**src/rtl/tmr_pkg.sv**
```systemverilog
package tmr_pkg;
  localparam int OFS_CMP_LO = 'h020;
  localparam int OFS_CMP_HI = 'h024;
  localparam int OFS_TVAL   = 'h028;
  localparam int OFS_CTRL   = 'h02C;

  localparam int BIT_EN   = 0;
  localparam int BIT_MASK = 1;
  localparam int BIT_STAT = 2;

  typedef struct packed {
    logic mask;
    logic en;
  } ctrl_t;
endpackage

```
**src/rtl/tmr_regs.sv**
```systemverilog
module tmr_regs
  import tmr_pkg::*;
#(
  parameter int DW = 32,
  parameter int AW = 12,
  localparam int CW = 2 * DW,
  localparam int NW = CW / DW
) (
  input  logic          clk,
  input  logic          rst,
  input  logic [CW-1:0] count_q,
  input  logic          sel,
  input  logic          wr,
  input  logic [AW-1:0] addr,
  input  logic [DW-1:0] wdata,
  output logic [CW-1:0] cmp,
  output ctrl_t         ctrl
);
  logic [CW-1:0] rel_sext;

  // relative delay widened with its sign
  assign rel_sext = {{(CW-DW){wdata[DW-1]}}, wdata};

  always_ff @(posedge clk) begin
    if (rst) begin
      cmp  <= '0;
      ctrl <= '0;
    end else if (sel && wr) begin
      if (addr == AW'(OFS_TVAL)) begin
        cmp <= count_q + rel_sext;
      end
      if (addr == AW'(OFS_CTRL)) begin
        ctrl.en   <= wdata[BIT_EN];
        ctrl.mask <= wdata[BIT_MASK];
      end
      for (int w = 0; w < NW; w++) begin
        if (addr == AW'(OFS_CMP_LO + 4 * w)) begin
          cmp[w*DW +: DW] <= wdata;
        end
      end
    end
  end
endmodule

```
**src/rtl/tmr_cond.sv**
```systemverilog
module tmr_cond
  import tmr_pkg::*;
#(
  parameter int CW = 64
) (
  input  logic          clk,
  input  logic          rst,
  input  logic [CW-1:0] count_i,
  input  logic [CW-1:0] cmp,
  input  ctrl_t         ctrl,
  output logic [CW-1:0] count_q,
  output logic          cond_q,
  output logic          irq_q
);
  logic [CW-1:0] diff;
  logic          met;

  assign diff = count_q - cmp;
  assign met  = ctrl.en & ~diff[CW-1];

  always_ff @(posedge clk) begin
    if (rst) begin
      count_q <= '0;
      cond_q  <= 1'b0;
      irq_q   <= 1'b0;
    end else begin
      count_q <= count_i;
      cond_q  <= met;
      irq_q   <= met & ~ctrl.mask;
    end
  end
endmodule

```
**src/rtl/tmr_rdmux.sv**
```systemverilog
module tmr_rdmux
  import tmr_pkg::*;
#(
  parameter int DW = 32,
  parameter int AW = 12,
  localparam int CW = 2 * DW,
  localparam int NW = CW / DW
) (
  input  logic          clk,
  input  logic          rst,
  input  logic          sel,
  input  logic          wr,
  input  logic [AW-1:0] addr,
  input  logic [CW-1:0] cmp,
  input  logic [CW-1:0] count_q,
  input  ctrl_t         ctrl,
  input  logic          cond_q,
  output logic [DW-1:0] rdata
);
  logic [CW-1:0] remain;
  logic [DW-1:0] word;

  assign remain = cmp - count_q;

  always_comb begin
    word = '0;
    if (addr == AW'(OFS_TVAL)) word = remain[DW-1:0];
    if (addr == AW'(OFS_CTRL)) begin
      word[BIT_EN]   = ctrl.en;
      word[BIT_MASK] = ctrl.mask;
      word[BIT_STAT] = cond_q;
    end
    for (int w = 0; w < NW; w++) begin
      if (addr == AW'(OFS_CMP_LO + 4 * w)) word = cmp[w*DW +: DW];
    end
  end

  always_ff @(posedge clk) begin
    if (rst) rdata <= '0;
    else     rdata <= (sel && !wr) ? word : '0;
  end
endmodule

```
**src/rtl/cmp_timer_chan.sv**
```systemverilog
module cmp_timer_chan
  import tmr_pkg::*;
#(
  parameter int DW = 32,
  parameter int AW = 12,
  localparam int CW = 2 * DW
) (
  input  logic          clk,
  input  logic          rst,
  input  logic [CW-1:0] count_i,
  input  logic          bus_sel,
  input  logic          bus_wr,
  input  logic [AW-1:0] bus_addr,
  input  logic [DW-1:0] bus_wdata,
  output logic [DW-1:0] bus_rdata,
  output logic          irq_o
);
  logic [CW-1:0] count_q;
  logic [CW-1:0] cmp;
  ctrl_t         ctrl;
  logic          cond_q;

  tmr_regs #(.DW(DW), .AW(AW)) u_regs (
    .clk(clk), .rst(rst), .count_q(count_q),
    .sel(bus_sel), .wr(bus_wr), .addr(bus_addr), .wdata(bus_wdata),
    .cmp(cmp), .ctrl(ctrl)
  );

  tmr_cond #(.CW(CW)) u_cond (
    .clk(clk), .rst(rst), .count_i(count_i), .cmp(cmp), .ctrl(ctrl),
    .count_q(count_q), .cond_q(cond_q), .irq_q(irq_o)
  );

  tmr_rdmux #(.DW(DW), .AW(AW)) u_rd (
    .clk(clk), .rst(rst), .sel(bus_sel), .wr(bus_wr), .addr(bus_addr),
    .cmp(cmp), .count_q(count_q), .ctrl(ctrl), .cond_q(cond_q),
    .rdata(bus_rdata)
  );
endmodule

```
**config.mk**
```make
export PLATFORM = sky130hd
export DESIGN_NAME = cmp_timer_chan
export DESIGN_NICKNAME = d
export VERILOG_FILES = /design/src/rtl/tmr_pkg.sv /design/src/rtl/tmr_regs.sv /design/src/rtl/tmr_cond.sv /design/src/rtl/tmr_rdmux.sv /design/src/rtl/cmp_timer_chan.sv
export SDC_FILE = /design/constraint.sdc
export NUM_CORES = 1
export LEC_CHECK = 0
export BUFFER_PORTS_ARGS = -buffer_cell sky130_fd_sc_hd__buf_2
export CAP_MARGIN = 20
export CORE_MARGIN = 1.5
export CORE_UTILIZATION = 30
export CTS_CLUSTER_SIZE = 12
export DETAILED_ROUTE_END_ITERATION = 7
export PLACE_DENSITY = 0.42
export RECOVER_POWER = 25
export SYNTH_ARGS = -nofsm -noshare
export SYNTH_HDL_FRONTEND = slang
export SYNTH_SLANG_ARGS = --single-unit
```
**constraint.sdc**
```tcl
create_clock -name clk -period 9.95 [get_ports clk]
set_input_delay 2.985 -clock clk [delete_from_list [all_inputs] [get_ports clk]]
set_output_delay 2.985 -clock clk [all_outputs]
set_load 0.02 [all_outputs]
```
# Word level (Yosys, flattened, before mapping)
# Index checks and enable logic that the tools add are counted.
dict set report word_totals {
  wordCells 36
  regBits 164
  in_bits 112
  out_inout_bits 33
}
dict set report classes {
  bitwise_logic 5
  n_reduce_logical 9
  n_eq_ne 4
  n_mux 7
  addsub 3
}
# op n
set op_table {}
lappend op_table {{two-way mux 32 bit} 5}
lappend op_table {{adder 64 bit} 1}
lappend op_table {{two-way mux 64 bit} 1}
lappend op_table {{subtractor 64 bit} 1}
lappend op_table {{== test 12 x 6 -> 1 bit, second input constant} 4}
lappend op_table {{subtractor 32 bit} 1}
lappend op_table {{AND reduction 2 bit} 3}
lappend op_table {{nonzero test 2 bit} 2}
lappend op_table {{two-way mux 3 bit} 1}
lappend op_table {{inverter 1 bit} 3}
lappend op_table {{AND 1 bit} 2}
lappend op_table {{logical AND 1 bit} 2}
lappend op_table {{OR reduction 2 bit} 1}
lappend op_table {{logical NOT 1 bit} 1}

# Logic depth before layout (Yosys ltp)
dict set report logic_depth {
  ltp_word 5
  ltp_mapped 14
  mapped_depth_nobuf 14
}

# By module
# Synthesis repeated with hierarchy kept, for this count alone.
dict set report unflattened {
  cells_unflattened 1722
  area_unflattened_um2 13296.5
}
# mod cells_each instances seq_area_each_um2 area_per_inst_um2
set by_module_without_submodules {}
lappend by_module_without_submodules {tmr_regs 926 1 1321.3 6663.9}
lappend by_module_without_submodules {tmr_cond 369 1 1321.3 3365.7}
lappend by_module_without_submodules {tmr_rdmux 427 1 640.6 3266.9}

# Worst setup path after synthesis
# Ideal clock, no wire load.
dict set report synth_timing {
  path_kind {input to register}
  start {input bus_wdata[0]}
  end {register u_regs.cmp[52]}
  arrival_time_ns 5.551
  n_path_buf 0
  setup_ns 0.095
  required_ns 9.855
  stages 13
  setup_slack_ns 4.304
  path_cell_list {ha_1 > fa_1 > a211oi_1 > o21ai_1 > o211ai_1 > a21oi_1 > a211oi_1 > o21a_1 > o31ai_2 > a21oi_1 > xnor2_1 > nand2_1 > a221oi_1}
}
dict set report synth_via {
  elab_chain_len 3
}
# element line
set synth_rtl {}
lappend synth_rtl {{start: declaration} cmp_timer_chan.sv:14} ;# input logic [DW-1:0] bus_wdata,
lappend synth_rtl {{adder 64 bit} tmr_regs.sv:30} ;# cmp <= count_q + rel_sext;
lappend synth_rtl {{two-way mux 64 bit} tmr_regs.sv:29} ;# if (addr == AW'(OFS_TVAL)) begin
lappend synth_rtl {{two-way mux 32 bit} tmr_regs.sv:37} ;# if (addr == AW'(OFS_CMP_LO + 4 * w)) begin
lappend synth_rtl {{end signal: assignment} tmr_regs.sv:30}
lappend synth_rtl {{end signal: indexed assignment} tmr_regs.sv:38} ;# cmp[w*DW +: DW] <= wdata;
lappend synth_rtl {{end: declaration} tmr_regs.sv:16} ;# output logic [CW-1:0] cmp,
# No other way between the ends. The select of a mux whose other input is x is not followed.
# A chain may end at the register's enable or synchronous reset.

==> flow_summary.json <==
{
  "fp-row-count": 75,
  "cts_sinks": 164,
  "drc": 0,
  "antenna_found_initial": 1,
  "fp.dieW_um": 211,
  "critPathLaunchType": "primary input",
  "grt_pass1_vias": 12000,
  "maxSlewHeadroom": -0.928,
  "dieArea_sq_um": 44400,
  "cts_hold_buf": 0,
  "irDropWorstVdd_uv": 92.8,
  "worstSetupPathType": "in2reg",
  "viasPerCell": 5.43,
  "ant_nets": 0,
  "numPortBuffers": 144,
  "synth.net_count": 1925,
  "utilization": 0.347,
  "synth_edf_count": 0,
  "area_growth_pct": 13.2,
  "drt_iter0_drc": 1067,
  "synth-seq-cells": 164,
  "drtPass1Iterations": 6,
  "wl_mm": 51.0,
  "grt_pass1_wl_mm": 76.1,
  "num-fill-cells": 4525,
  "die_h_um": 211,
  "r2r_cells": 13,
  "cts_buffers": 17,
  "power_frac_comb": 0.233,
  "fmax_mhz": 161,
  "htreeDepth": 4,
  "ys_types": 84,
  "syn_area_sq_um": 12900,
  "cts-root-buf": "clkbuf_16",
  "core_sq_um": 42200,
  "gp_congestion": 0.895,
  "arrival_ns": 6.62,
  "ios": 145,
  "p_per_area_nw_per_um2": 122,
  "synth_cells": 1654,
  "swShare": 0.347,
  "overflow": 0,
  "rsz0062_at_grt": "no",
  "clock_skew_ns": 0.0156,
  "final_nets": 2012,
  "antenna_cells": 0,
  "post-route-period-util": 0.626,
  "post_cts_resized": 0,
  "cts_buffer_depth": 2,
  "dp_slack_ns": 3.40,
  "power.switching_mw": 0.620,
  "period_needed_ns": 6.23,
  "finalSetupTns_ns": 0,
  "worstPathMaxFanout": 81,
  "maxCapViolCount": 1,
  "start_util": 0.306,
  "place_hpwl_mm": 40.7,
  "synth_ff_type": "dfxtp_1",
  "path_clk_slew_ns": 0.08,
  "pwr-share-clk": 0.383,
  "async_flop_share": 0,
  "p_leak_nw": 6.21,
  "timing.critical_path.from": "rst",
  "synth-seq-area-share": 0.254,
  "final_area_sq_um": 14600,
  "p_total_mw": 1.78,
  "setup_viol": 0,
  "fin_ws_ns": 3.72,
  "cts_setup_buffers": 0,
  "routedWlPerCell_um": 22.3,
  "status": "finished, violations left",
  "holdPathStages": 1,
  "cp_data_required_time_ns": 10.35,
  "hold_class": "reg2reg",
  "vias": 12500,
  "drive_above_1_share": 0.113,
  "avgSynthCellArea_sq_um": 7.82,
  "slew_viol_final": 60,
  "failed_checks": "capacitance limit, slew limit",
  "cp-end-kind": "flop",
  "grt_max_degree": 84,
  "worstMarginPinSlew_ns": 2.89,
  "insertion_delay_ns": 0.51,
  "rr_startpoint": "u_cond.count_q[1]",
  "internal_power_mw": 1.16,
  "cts_tree": "built",
  "hold_violations": 0,
  "grtUsageTotal": 0.235,
  "worstHoldStart": "u_regs.ctrl[1]",
  "yosysWarningCount": 0,
  "placed_cell_area_sq_um": 14100,
  "pwr-share-seq": 0.385
}
synth_stat cells (14+ instances only):
library cell | count | area share
o21a_1 | 14 | 0.0081
a222oi_1 | 23 | 0.018
nor3_1 | 26 | 0.010
a211oi_1 | 30 | 0.017
inv_1 | 115 | 0.033
o21ai_0 | 81 | 0.031
nor2_1 | 139 | 0.040
a31oi_1 | 23 | 0.011
nand4_1 | 31 | 0.015
clkbuf_1 | 71 | 0.021
nand3_1 | 29 | 0.011
dfxtp_1 | 164 | 0.25
o21ai_1 | 14 | 0.0054
a21oi_1 | 147 | 0.057
xor2_1 | 27 | 0.018
nor2b_1 | 91 | 0.044
ha_1 | 157 | 0.15
xnor2_1 | 57 | 0.039
a21o_1 | 64 | 0.037
o211ai_1 | 34 | 0.020
a221oi_1 | 15 | 0.010
nand2_1 | 139 | 0.040
power groups by stage:
| stage | registers [mW] | clock network, mW | logic [mW] |
|---|---|---|---|
| floorplan | 0.693 | 0 | 0.282 |
| global placement | 0.703 | 0 | 0.412 |
| detailed placement | 0.702 | 0 | 0.409 |
| CTS | 0.687 | 0.707 | 0.412 |
| global route | 0.688 | 0.735 | 0.459 |
| finish | 0.687 | 0.683 | 0.415 |
registers in the layout (all words and copies together), names as in the netlist:
| name | count |
|---|---|
| u_cond.irq_q | 1 |
| u_rd.rdata | 32 |
| u_cond.count_q | 64 |
| u_regs.cmp | 64 |
| u_regs.ctrl | 2 |
| u_cond.cond_q | 1 |
kinds of logic (layout without fill, tap and decap cells):
| family | count (synthesis) | count (layout) | share of synthesized area |
|---|---|---|---|
| compound gates | 520 | 520 | 0.272 |
| xor+xnor | 84 | 84 | 0.0569 |
| fa+ha+maj | 159 | 159 | 0.155 |
| buf+inv | 200 | 300 | 0.0590 |
| flops | 164 | 164 | 0.254 |
| mux | 10 | 10 | 0.00784 |
| simple gates | 517 | 517 | 0.196 |
worst max-delay path, cell delays in order:
cell and delay, ns:
clkbuf_1 2.01, buf_4 1.02, and4b_1 0.28, a211o_1 0.28
cell usage in the layout, fill, tap and decap left out, drive strengths merged, types with 24 or more instances in the layout:
master,synthesis,final
xnor2,57,57
a31oi,24,24
o211ai,34,34
nor3,26,26
a21oi,150,150
o21ai,96,96
buf,13,136
a21o,64,64
nand4,32,32
a211oi,30,30
ha,157,157
nand3,29,29
nand2,140,140
dfxtp,164,164
nor2b,91,91
nor2,139,139
xor2,27,27
clkbuf,71,33
inv,116,126
metrics by stage:
step | instances | hold WS [ns]
3_5_place_dp | 2261 | 0.461
5_1_grt | 2293 | 0.499
2_1_floorplan | 1654 | 0.422
3_3_place_gp | 2261 | 0.454
4_1_cts | 2293 | 0.472
6_report | 2293 | 0.469
path summary, 6_finish.rpt:
kind                            slack [ns]             end
worst min register to register        0.47    u_cond.irq_q
worst max-delay path                  3.72  u_regs.cmp[55]
worst min-delay path                  0.47    u_cond.irq_q
worst max register to register        5.78  u_rd.rdata[31]
per-layer routing:
metal	vias up	wire length [um]	track usage
met3	58	3060	0.0550
met5	-	0	0
li1	6135	-	-
met1	5913	24300	0.321
met4	0	1790	0.0943
met2	346	21800	0.353
final cells by class:
class                           count  area, sq um  area share
Multi-Input combinational cell   1290         8900       0.608
Sequential cell                   164         3280       0.224
Timing Repair Buffer              152          761      0.0520
Tap cell                          539          674      0.0461
Inverter                          116          435      0.0297
Clock buffer                       17          425      0.0291
Clock inverter                     15          160      0.0109
(Power assumes the default switching activity.)
